**config.mk**
```make
export PLATFORM = sky130hd
export DESIGN_NAME = pbseq_top
export DESIGN_NICKNAME = d
export VERILOG_FILES = /design/src/rtl/pbseq_pkg.sv /design/src/rtl/pbseq_cfg_regs.sv /design/src/rtl/pbseq_rdy_sync.sv /design/src/rtl/pbseq_top.sv
export SDC_FILE = /design/constraint.sdc
export NUM_CORES = 1
export LEC_CHECK = 0
export ABC_AREA = 1
export BUFFER_PORTS_ARGS = -buffer_cell sky130_fd_sc_hd__buf_2
export CORE_ASPECT_RATIO = 1.25
export CORE_UTILIZATION = 53
export CTS_CLUSTER_DIAMETER = 80
export DETAILED_ROUTE_END_ITERATION = 6
export MAX_ROUTING_LAYER = met4
export PLACE_DENSITY = 0.73
export SLEW_MARGIN = 15
export SYNTH_ARGS = -nofsm -noshare
export SYNTH_HDL_FRONTEND = slang
export SYNTH_SLANG_ARGS = --single-unit
```
**constraint.sdc**
```tcl
create_clock -name clk -period 1.9 [get_ports clk]
set_clock_uncertainty 0.1 [all_clocks]
set_input_delay 0.19 -clock clk [delete_from_list [all_inputs] [get_ports clk]]
set_output_delay 0.19 -clock clk [all_outputs]
set_load 0.01 [all_outputs]
```
**src/rtl/pbseq_pkg.sv**
```systemverilog
package pbseq_pkg;

    localparam int A2W_W = 3;
    localparam int WRW_W = 4;
    localparam int IDL_W = 4;
    localparam int DLY_W = 2;
    localparam int CNT_W = (WRW_W > IDL_W) ? ((WRW_W > A2W_W) ? WRW_W : A2W_W)
                                           : ((IDL_W > A2W_W) ? IDL_W : A2W_W);

    localparam int BOOT_A2W = 7;
    localparam int BOOT_WRW = 7;
    localparam int BOOT_IDL = 6;
    localparam int DFLT_A2W = 1;
    localparam int DFLT_WRW = 1;
    localparam int DFLT_IDL = 1;
    localparam int DFLT_CSW = 3;

    typedef struct packed {
        logic             ack_en;
        logic             rdy_bypass;
        logic [DLY_W-1:0] cs_width;
        logic [DLY_W-1:0] oe2cs;
        logic [DLY_W-1:0] cs2oe;
        logic [IDL_W-1:0] idle;
        logic [WRW_W-1:0] wr_width;
        logic [A2W_W-1:0] ale2wr;
    } tcfg_t;

    localparam int CFG_W = $bits(tcfg_t);

    typedef enum logic [2:0] {
        ST_IDLE,
        ST_ALE,
        ST_SETUP,
        ST_STRB,
        ST_RELS,
        ST_GAP
    } seq_state_e;

endpackage

```
**src/rtl/pbseq_cfg_regs.sv**
```systemverilog
module pbseq_cfg_regs
    import pbseq_pkg::*;
#(
    parameter  int NREG = 8,
    localparam int RW   = (NREG > 1) ? $clog2(NREG) : 1
) (
    input  logic            clk,
    input  logic            rst_n,
    input  logic            we,
    input  logic [RW-1:0]   sel,
    input  tcfg_t           wdata,
    input  logic [RW-1:0]   rd_sel,
    output tcfg_t           rd_cfg,
    output logic [NREG-1:0] err
);

    tcfg_t regs [NREG];

    function automatic tcfg_t rst_word(input int idx);
        tcfg_t w;
        w          = '0;
        w.ale2wr   = (idx == 0) ? A2W_W'(BOOT_A2W) : A2W_W'(DFLT_A2W);
        w.wr_width = (idx == 0) ? WRW_W'(BOOT_WRW) : WRW_W'(DFLT_WRW);
        w.idle     = (idx == 0) ? IDL_W'(BOOT_IDL) : IDL_W'(DFLT_IDL);
        w.cs_width = DLY_W'(DFLT_CSW);
        return w;
    endfunction

    for (genvar i = 0; i < NREG; i++) begin : g_reg
        always_ff @(posedge clk or negedge rst_n) begin
            if (!rst_n) begin
                regs[i] <= rst_word(i);
            end else if (we && sel == RW'(i)) begin
                regs[i] <= wdata;
            end
        end

        assign err[i] = (regs[i].cs2oe >= regs[i].cs_width);

        // selected word takes the whole new value, others hold
        p_cfg_apply_r2: assert property (@(posedge clk) disable iff (!rst_n)
            (we && sel == RW'(i)) |=> (regs[i] == $past(wdata)));
        p_cfg_hold_r2: assert property (@(posedge clk) disable iff (!rst_n)
            !(we && sel == RW'(i)) |=> $stable(regs[i]));
    end

    assign rd_cfg = regs[rd_sel];

endmodule

```
**src/rtl/pbseq_rdy_sync.sv**
```systemverilog
module pbseq_rdy_sync #(
    parameter int STAGES = 2
) (
    input  logic clk,
    input  logic rst_n,
    input  logic rdy_async,
    input  logic bypass,
    output logic rdy_eff
);

    logic [STAGES-1:0] chain_q;

    always_ff @(posedge clk or negedge rst_n) begin
        if (!rst_n) begin
            chain_q <= '0;
        end else begin
            chain_q <= {chain_q[STAGES-2:0], rdy_async};
        end
    end

    assign rdy_eff = bypass ? rdy_async : chain_q[STAGES-1];

endmodule

```
**src/rtl/pbseq_top.sv**
```systemverilog
module pbseq_top
    import pbseq_pkg::*;
#(
    parameter  int NREG        = 8,
    parameter  int BUS_W       = 16,
    parameter  int SYNC_STAGES = 2,
    localparam int RW          = (NREG > 1) ? $clog2(NREG) : 1
) (
    input  logic             clk,
    input  logic             rst_n,
    input  logic             cfg_we,
    input  logic [RW-1:0]    cfg_sel,
    input  logic [CFG_W-1:0] cfg_wdata,
    output logic [NREG-1:0]  cfg_err,
    input  logic             req_valid,
    output logic             req_ready,
    input  logic [RW-1:0]    req_region,
    input  logic             req_write,
    input  logic [BUS_W-1:0] req_addr,
    input  logic [BUS_W-1:0] req_wdata,
    output logic             rsp_done,
    output logic [BUS_W-1:0] rsp_rdata,
    output logic             bus_ale,
    output logic             bus_cs_n,
    output logic             bus_oe_n,
    output logic             bus_we_n,
    output logic [BUS_W-1:0] bus_ad_o,
    output logic             bus_ad_oe,
    input  logic [BUS_W-1:0] bus_ad_i,
    input  logic             bus_rdy
);

    seq_state_e       st_q, st_d;
    logic [CNT_W-1:0] cnt_q, cnt_d;
    tcfg_t            cur_q, sel_cfg;
    logic             wr_q;
    logic [BUS_W-1:0] addr_q, wdat_q;
    logic             rdy_eff;
    logic [CNT_W-1:0] lead_len, strb_len, rel_len;
    logic             strb_end, fin;

    pbseq_cfg_regs #(.NREG(NREG)) u_regs (
        .clk    (clk),
        .rst_n  (rst_n),
        .we     (cfg_we),
        .sel    (cfg_sel),
        .wdata  (tcfg_t'(cfg_wdata)),
        .rd_sel (req_region),
        .rd_cfg (sel_cfg),
        .err    (cfg_err)
    );

    pbseq_rdy_sync #(.STAGES(SYNC_STAGES)) u_sync (
        .clk       (clk),
        .rst_n     (rst_n),
        .rdy_async (bus_rdy),
        .bypass    (cur_q.rdy_bypass),
        .rdy_eff   (rdy_eff)
    );

    // phase lengths from the word latched at acceptance
    always_comb begin
        if (wr_q) begin
            lead_len = CNT_W'(cur_q.ale2wr);
            strb_len = (cur_q.wr_width == '0) ? CNT_W'(1) : CNT_W'(cur_q.wr_width);
        end else begin
            lead_len = CNT_W'(cur_q.cs2oe);
            strb_len = (cur_q.cs_width > cur_q.cs2oe) ?
                       CNT_W'(cur_q.cs_width - cur_q.cs2oe) : CNT_W'(1);
        end
        rel_len  = (!wr_q || cur_q.ack_en) ? CNT_W'(cur_q.oe2cs) : '0;
        strb_end = (cnt_q == '0) || (cur_q.ack_en && rdy_eff);
        fin      = ((st_q == ST_STRB) && strb_end && (rel_len == '0)) ||
                   ((st_q == ST_RELS) && (cnt_q == '0));
    end

    // next-state logic
    always_comb begin
        st_d  = st_q;
        cnt_d = cnt_q;
        unique case (st_q)
            ST_IDLE: begin
                if (req_valid) st_d = ST_ALE;
            end
            ST_ALE: begin
                if (lead_len != '0) begin
                    st_d  = ST_SETUP;
                    cnt_d = lead_len - CNT_W'(1);
                end else begin
                    st_d  = ST_STRB;
                    cnt_d = strb_len - CNT_W'(1);
                end
            end
            ST_SETUP: begin
                if (cnt_q == '0) begin
                    st_d  = ST_STRB;
                    cnt_d = strb_len - CNT_W'(1);
                end else begin
                    cnt_d = cnt_q - CNT_W'(1);
                end
            end
            ST_STRB: begin
                if (strb_end) begin
                    st_d  = ST_RELS;
                    cnt_d = rel_len - CNT_W'(1);
                end else begin
                    cnt_d = cnt_q - CNT_W'(1);
                end
            end
            ST_RELS: begin
                cnt_d = cnt_q - CNT_W'(1);
            end
            ST_GAP: begin
                if (cnt_q == '0) st_d = ST_IDLE;
                else             cnt_d = cnt_q - CNT_W'(1);
            end
            default: st_d = ST_IDLE;
        endcase
        if (fin) begin
            st_d  = (cur_q.idle != '0) ? ST_GAP : ST_IDLE;
            cnt_d = CNT_W'(cur_q.idle) - CNT_W'(1);
        end
    end

    // state register and transfer context
    always_ff @(posedge clk or negedge rst_n) begin
        if (!rst_n) begin
            st_q      <= ST_IDLE;
            cnt_q     <= '0;
            cur_q     <= '0;
            wr_q      <= 1'b0;
            addr_q    <= '0;
            wdat_q    <= '0;
            rsp_done  <= 1'b0;
            rsp_rdata <= '0;
        end else begin
            st_q     <= st_d;
            cnt_q    <= cnt_d;
            rsp_done <= fin;
            if (st_q == ST_IDLE && req_valid) begin
                cur_q  <= sel_cfg;
                wr_q   <= req_write;
                addr_q <= req_addr;
                wdat_q <= req_wdata;
            end
            if (st_q == ST_STRB && strb_end && !wr_q) begin
                rsp_rdata <= bus_ad_i;
            end
        end
    end

    // bus outputs decoded from state
    always_comb begin
        req_ready = (st_q == ST_IDLE);
        bus_ale   = (st_q == ST_ALE);
        bus_cs_n  = !(st_q inside {ST_SETUP, ST_STRB, ST_RELS});
        bus_oe_n  = !((st_q == ST_STRB) && !wr_q);
        bus_we_n  = !((st_q == ST_STRB) && wr_q);
        bus_ad_oe = bus_ale || (wr_q && !bus_cs_n);
        bus_ad_o  = bus_ale ? addr_q : wdat_q;
    end

    // strobes exclusive and inside chip select
    p_strobe_excl_r12: assert property (@(posedge clk) disable iff (!rst_n)
        !(!bus_oe_n && !bus_we_n));
    p_strobe_in_cs_r12: assert property (@(posedge clk) disable iff (!rst_n)
        (!bus_oe_n || !bus_we_n) |-> !bus_cs_n);
    // latch enable is a single cycle followed by chip select
    p_ale_single_r3: assert property (@(posedge clk) disable iff (!rst_n)
        bus_ale |=> (!bus_ale && !bus_cs_n));
    // no acceptance while the bus is busy
    p_busy_no_accept_r11: assert property (@(posedge clk) disable iff (!rst_n)
        (!bus_cs_n || bus_ale) |-> !req_ready);
    // completion pulse only right after chip select release
    p_done_on_release_r5: assert property (@(posedge clk) disable iff (!rst_n)
        rsp_done |-> (bus_cs_n && $past(!bus_cs_n)));
    // a seen acknowledge ends the strobe at that edge
    p_ack_end_r7: assert property (@(posedge clk) disable iff (!rst_n)
        (!bus_we_n || !bus_oe_n) && cur_q.ack_en && rdy_eff |=> (bus_we_n && bus_oe_n));

endmodule

```
# After elaboration in Yosys (flattened, before gate mapping)
# Cells that the tools add are included.
# Widths: inputs -> output; s select.
word_totals:
  output_inout_bits: 47
  elab_cells: 175
  ff_bits: 230
op_classes:
  reduce_logical: 36
  n_eq_ne: 18
  n_bitwise: 1
  addsub: 6
  n_mux: 24
  order_cmp: 10
ops:
  columns: ["op", "count"]
  rows:
  - ["$bmux 19 s3", 1]
  - ["$mux 19", 2]
  - ["$mux 4", 8]
  - ["$mux 3", 7]
  - ["$pmux 4 s5", 1]
  - ["$eq 3x3->1 const B", 6]
  - ["$pmux 3 s6", 1]
  - ["$logic_and 1x1->1", 17]
  - ["$ge 2x2->1", 8]
  - ["$mux 16", 1]
  - ["$sub 4x1->4 const B", 4]
  - ["$eq 3x2->1 const B", 4]
  - ["$logic_not 4->1", 3]
  - ["$ne 3x3->1 const B", 4]
  - ["$reduce_bool 4->1", 2]
  - ["$eq 3x1->1 const B", 2]
  - ["$logic_not 3->1", 2]
  - ["$reduce_bool 6->1", 1]
  - ["$reduce_and 5->1", 1]
  - ["$ge 4x4->1 const B", 1]
  - ["$logic_not 1->1", 4]
  - ["$logic_or 1x1->1", 4]
  - ["$not 3->4", 1]
  - ["$ne 3x2->1 const B", 1]
  - ["other kinds (8)", 9]

# Logic depth before layout (Yosys ltp)
logic_depth:
  word_depth: 8
  depth_mapped: 16
  depth_no_buf: 16

# By module
# Synthesis repeated with hierarchy kept, for this count alone.
hier_totals:
  hier_cells: 1475
  area_unflattened_um2: 12027.8
by_module_without_submodules:
  columns: ["module", "instances", "cells_per_inst", "area_per_inst_um2"]
  rows:
  - ["pbseq_cfg_regs", 1, 1078, 8050.2]
  - ["pbseq_top", 1, 391, 3912.5]
  - ["pbseq_rdy_sync", 1, 6, 65.1]

# Worst setup path before layout
# No wires, ideal clock.
synth_path:
  path_kind: "reg2reg"
  from: "register cur_q[11] (netlist bit)"
  to: "register cnt_q[2]"
  stages_incl_launch_ff: 16
  setup_slack_ns: -0.095
  t_required_ns: 1.683
  arrival_ns: 1.778
  period_less_slack_ns: 1.995
  setup_time_ns: 0.117
  cell_sequence: "dfrtp_1 > ha_1 > inv_1 > fa_1 > nand2_1 > nor2_1 > nor2_1 > nand2_1 > nand2_1 > nand3_1 > nand2_1 > nand2_1 > nand2_1 > nand2_1 > nand2_1 > nand2_1"
synth_between:
  elab_chain_cells: 7
  elab_cells_between_ends: 12
  classes_between: "add/sub: 3; order compare: 1; mux: 7; reduce/logical: 1"
synth_lines:
  columns: ["item", "line_no", "source"]
  rows:
  - ["start, declared", "pbseq_top.sv:35", "tcfg_t cur_q, sel_cfg;"]
  - ["start signal, assigned", "pbseq_top.sv:141", "cur_q <= sel_cfg;"]
  - ["$sub 2x2->3 or $gt 2x2->1 (tied branches)", "pbseq_top.sv:69, pbseq_top.sv:68", null]
  - ["$mux 4", "pbseq_top.sv:68", "strb_len = (cur_q.cs_width > cur_q.cs2oe) ?"]
  - ["$mux 4", "pbseq_top.sv:63", "if (wr_q) begin"]
  - ["$sub 4x1->4", "pbseq_top.sv:91, pbseq_top.sv:97", null]
  - ["$mux 4, on equally long branches", "pbseq_top.sv:95, pbseq_top.sv:86", null]
  - ["$pmux 4 s5 *", "pbseq_top.sv:81", "unique case (st_q)"]
  - ["$mux 4 *", "pbseq_top.sv:119", "if (fin) begin"]
  - ["end signal, assigned", "pbseq_top.sv:138", "cnt_q <= cnt_d;"]
  - ["end, declared", "pbseq_top.sv:34", "logic [CNT_W-1:0] cnt_q, cnt_d;"]
# Every way passes the cells marked *; elsewhere a longest branch is shown, timed or not.
# A chain may end at the register's enable or synchronous reset.

# Worst setup path in the final report
layout_path:
  from: "register st_q[1]"
  to: "output bus_ad_o[14]"
layout_between:
  elab_chain_cells: 2
layout_lines:
  columns: ["item", "line_no", "source"]
  rows:
  - ["start, declared", "pbseq_top.sv:33", "seq_state_e st_q, st_d;"]
  - ["start signal, assigned", "pbseq_top.sv:137", "st_q <= st_d;"]
  - ["$eq 3x1->1", "pbseq_top.sv:155", "bus_ale = (st_q == ST_ALE);"]
  - ["$mux 16", "pbseq_top.sv:160", "bus_ad_o = bus_ale ? addr_q : wdat_q;"]
  - ["end, declared", "pbseq_top.sv:27", "output logic [BUS_W-1:0] bus_ad_o,"]
# No other way between the ends.

==> key figures <==
Routing
  • Initial DRT Pass Iterations: 7
  • Via density: around 5.5
  • Routed Antenna Nets: 0
  • Iteration-0 DRC count of the detailed router: 724
  • Drt wl/cell: 16.9 um
  • DRC: 4
  • Routed wl met2: ~16000 um
  • Wl on met1: 12700 um
  • Top Metal Used: met4
  • Met3 routed wirelength: 1580 um
  • Routed via count: 10005
  • Final WL: 31000 um

Logic synthesis
  • Top_reg_cell synth: dfrtp_1
  • Number of synthesized flops with an enable pin: 0
  • Simple-gate share of the synthesized area: 16.0%
  • Yosys cell types: 42
  • Compound-gate portion of the synthesized area: 16.1%
  • Largest family of logic cells by synthesized area: compound AO/OA/AOI/OAI gates
  • Multiplexer area fraction after synthesis: under 10%
  • Flop and latch count out of synthesis: 230
  • Sequential share of the synthesized area: 52.0%
  • Synth Cell Area: 11200 sq um
  • Syn Inst Count: 1300
  • Syn Area/Cell: 8.59 sq um
  • Net Count, Synth: 1408
  • FFs w/ async S/R, synth: 100%
  • Xor/xnor share of the synthesized area: 0.235%
  • Synth Warn #: 0
  • Synth Area in Adders: 3.32%

STA
  • Unrepaired setup endpoints after global routing: yes
  • Setup violators final: 26
  • Final hold violations: 0
  • Setup ws final: -0.172 ns
  • Worst Tran Pin Value: 0.532 ns
  • Fmax: ~480 MHz
  • Final min period: around 2.1 ns
  • Sum Neg Setup Slack: -2.82 ns
  • Crit share post-route: 109%
  • Slew Limit Fails: 0
  • Slew headroom: 64.5%

Place
  • Dpl hpwl: 18300 um
  • RePlAce Congestion: 0.908
  • Area of placed instances: about 12000 sq um
  • IO buf count: 125
  • Pre-CTS setup slack: -0.262 ns

Setup path
  • FF-to-FF Start: cur_q[15]
  • Reg-to-Reg End: cnt_q[1]
  • Worst R2R Path Depth: 14
  • CP Data Arrival Time: between 1.5 and 2 ns
  • Worst Path Required: 1.61 ns
  • Worst setup path class: reg -> out
  • CP startpoint kind: flop
  • R2r setup slk: -0.17 ns
  • Capture point of the worst path: bus_ad_o[14]
  • Critical Path Fanout Max: 8
  • Setup crit end kind: output pin
  • Setup crit start: st_q[1]

Final layout
  • Commonest non-fill, non-tap cells in the layout: 363 x nand2_1, 234 x o21ai_0, 183 x dfrtp_1
  • Synthesis-to-layout area growth: 30.9%
  • Most common cell after layout, fill and taps aside: nand2_1
  • Final net count: ~1600
  • Final Instance Area: 14600 sq um
  • Fraction of layout cells with a size suffix above 1: 26.0%

Floorplanning
  • Die width: 132 um
  • Die Span Y: 164 um
  • Placeable Area: 20700 sq um
  • I/O Pins: 126
  • Die area: 21700 sq um
  • Num rows: 59
  • Starting density of the core: 53.8%

Clock network
  • CTS tree: done
  • Reg clk slew, reported paths: 0.06 ns
  • Clk_lat worst skew: 0.51 ns
  • Max clock buf depth: 3
  • # clock sinks: 230
  • H-tree depth: 1
  • CTS root buffer: clkbuf_16
  • Inserted Clock Buffers: 24

Status
  • Failing checks: design-rule violations, negative setup slack
  • Status: finished, violations left

Min path
  • Worst min-delay path class: in -> async

Power
  • Lkg Pwr: between 7 and 8 nW
  • PnR Total Power: 20.3 mW
  • Max rail drop VDD: 0.000844 V
  • Pwr dens: between 1000 and 1500 nW/um^2

Global routing
  • GRT overflow: 0
  • Antenna violations before repair: 0
  • Pin count of the biggest net entering global routing: 63
  • Global-route usage over all layers: 29.1%
  • First-pass GRT wire length: 49100 um
  • Vias in the first global route: slightly below 10000

Flow run
  • Max_cap viols: 0
-- what timing repair did --
action | CTS | global route
pin swaps | 22 | 33
endpoints found under the setup margin | 33 | 36
resized for setup | 55 | 62
hold buffers | 70 | 0
endpoints found under the hold margin | 357 | 0
setup buffers | 17 | 8
gates cloned | 0 | 1
-- final cells by class --
class                           count  area [sq um]
Multi-Input combinational cell    868          4930
Tap cell                          274           343
Clock buffer                       33           674
Timing Repair Buffer              280          2180
Clock inverter                      9           159
Sequential cell                   230          5810
Inverter                          132           517
Antenna cell                        1          2.50
Fill cell                        1480          6120
-- stage by stage --
stage | std cells | hold WS, ns | util, %
CTS | 1817 | 0.124 | 69.0
floorplan | 1300 | -0.206 | -
finish | 1827 | 0.113 | 70.5
global placement | 1688 | 0.0690 | 59.7
detailed placement | 1688 | 0.0722 | 59.7
global route | 1826 | 0.129 | 70.5
-- worst max-delay path: stages (launching register included) --
cell and delay [ns]:
dfrtp_1 0.40, buf_6 0.14, nor3_4 0.16, buf_12 0.18, buf_12 0.14, nand2_2 0.04, nand2_1 0.06, buf_2 0.13
-- worst min-delay path by stage --
stage | from | endpoint | slack [ns] | depth (start not counted)
finish | rst_n | rsp_rdata[11] | 0.11 | 2
global route | req_region[2] | cur_q[5] | 0.13 | 4
CTS | req_region[2] | cur_q[5] | 0.12 | 4
detailed placement | rst_n | rsp_rdata[11] | 0.07 | 1
global placement | rst_n | rsp_rdata[11] | 0.07 | 1
floorplan | rst_n | addr_q[0] | -0.21 | 0
-- cells by family (layout without fill, tap and decap cells) --
kind of cell             Yosys count  after routing
AO/OA/AOI/OAI                    340            340
XOR/XNOR                           3              3
adder cells (fa/ha/maj)           29             29
buffers and inverters            202            454
flip-flops                       230            230
multiplexers                      50             50
other                              0              1
AND/OR/NAND/NOR                  446            446
-- registers in the layout, indices dropped and copies added, names as in the netlist --
| name | count |
|---|---|
| addr_q | 16 |
| rsp_done | 1 |
| u_regs.regs | 152 |
| st_q | 3 |
| u_sync.chain_q | 2 |
| cnt_q | 4 |
| rsp_rdata | 16 |
| cur_q | 19 |
| wr_q | 1 |
| wdat_q | 16 |
-- cell usage after synthesis, types with 3 or more instances --
master	n	share of area (%)
nand3_1	15	0.67
ha_1	28	3.1
o21ai_0	247	11
o311ai_0	3	0.24
inv_2	6	0.20
o221ai_1	16	1.3
clkbuf_1	42	1.4
dfstp_2	45	11
nor3_1	3	0.13
nand2_1	389	13
inv_1	124	4.2
o21ai_1	10	0.45
nand4_1	3	0.17
dfrtp_1	185	41
o211ai_1	3	0.20
buf_2	23	1.0
a21oi_1	56	2.5
mux2_4	10	1.3
mux2_2	6	0.60
mux2i_1	34	3.0
nor2_1	24	0.81
-- routing by layer --
| metal | up-vias | GRT usage, % |
|---|---|---|
| li1 | 4701 | - |
| met1 | 4867 | 35.6 |
| met2 | 354 | 50.2 |
| met3 | 83 | 3.21 |
| met4 | 0 | 10.3 |
| met5 | - | - |
-- power by group --
part | total, mW | internal [mW] | switching, mW | leakage, nW
sequential | 7.30 | 6.41 | 0.894 | 2.78
clock | 4.91 | 3.02 | 1.89 | 0.406
combinational | 8.05 | 3.56 | 4.49 | 4.03
total | 20.3 | 13.0 | 7.27 | 7.22
Power figures use the tool's default switching activity.
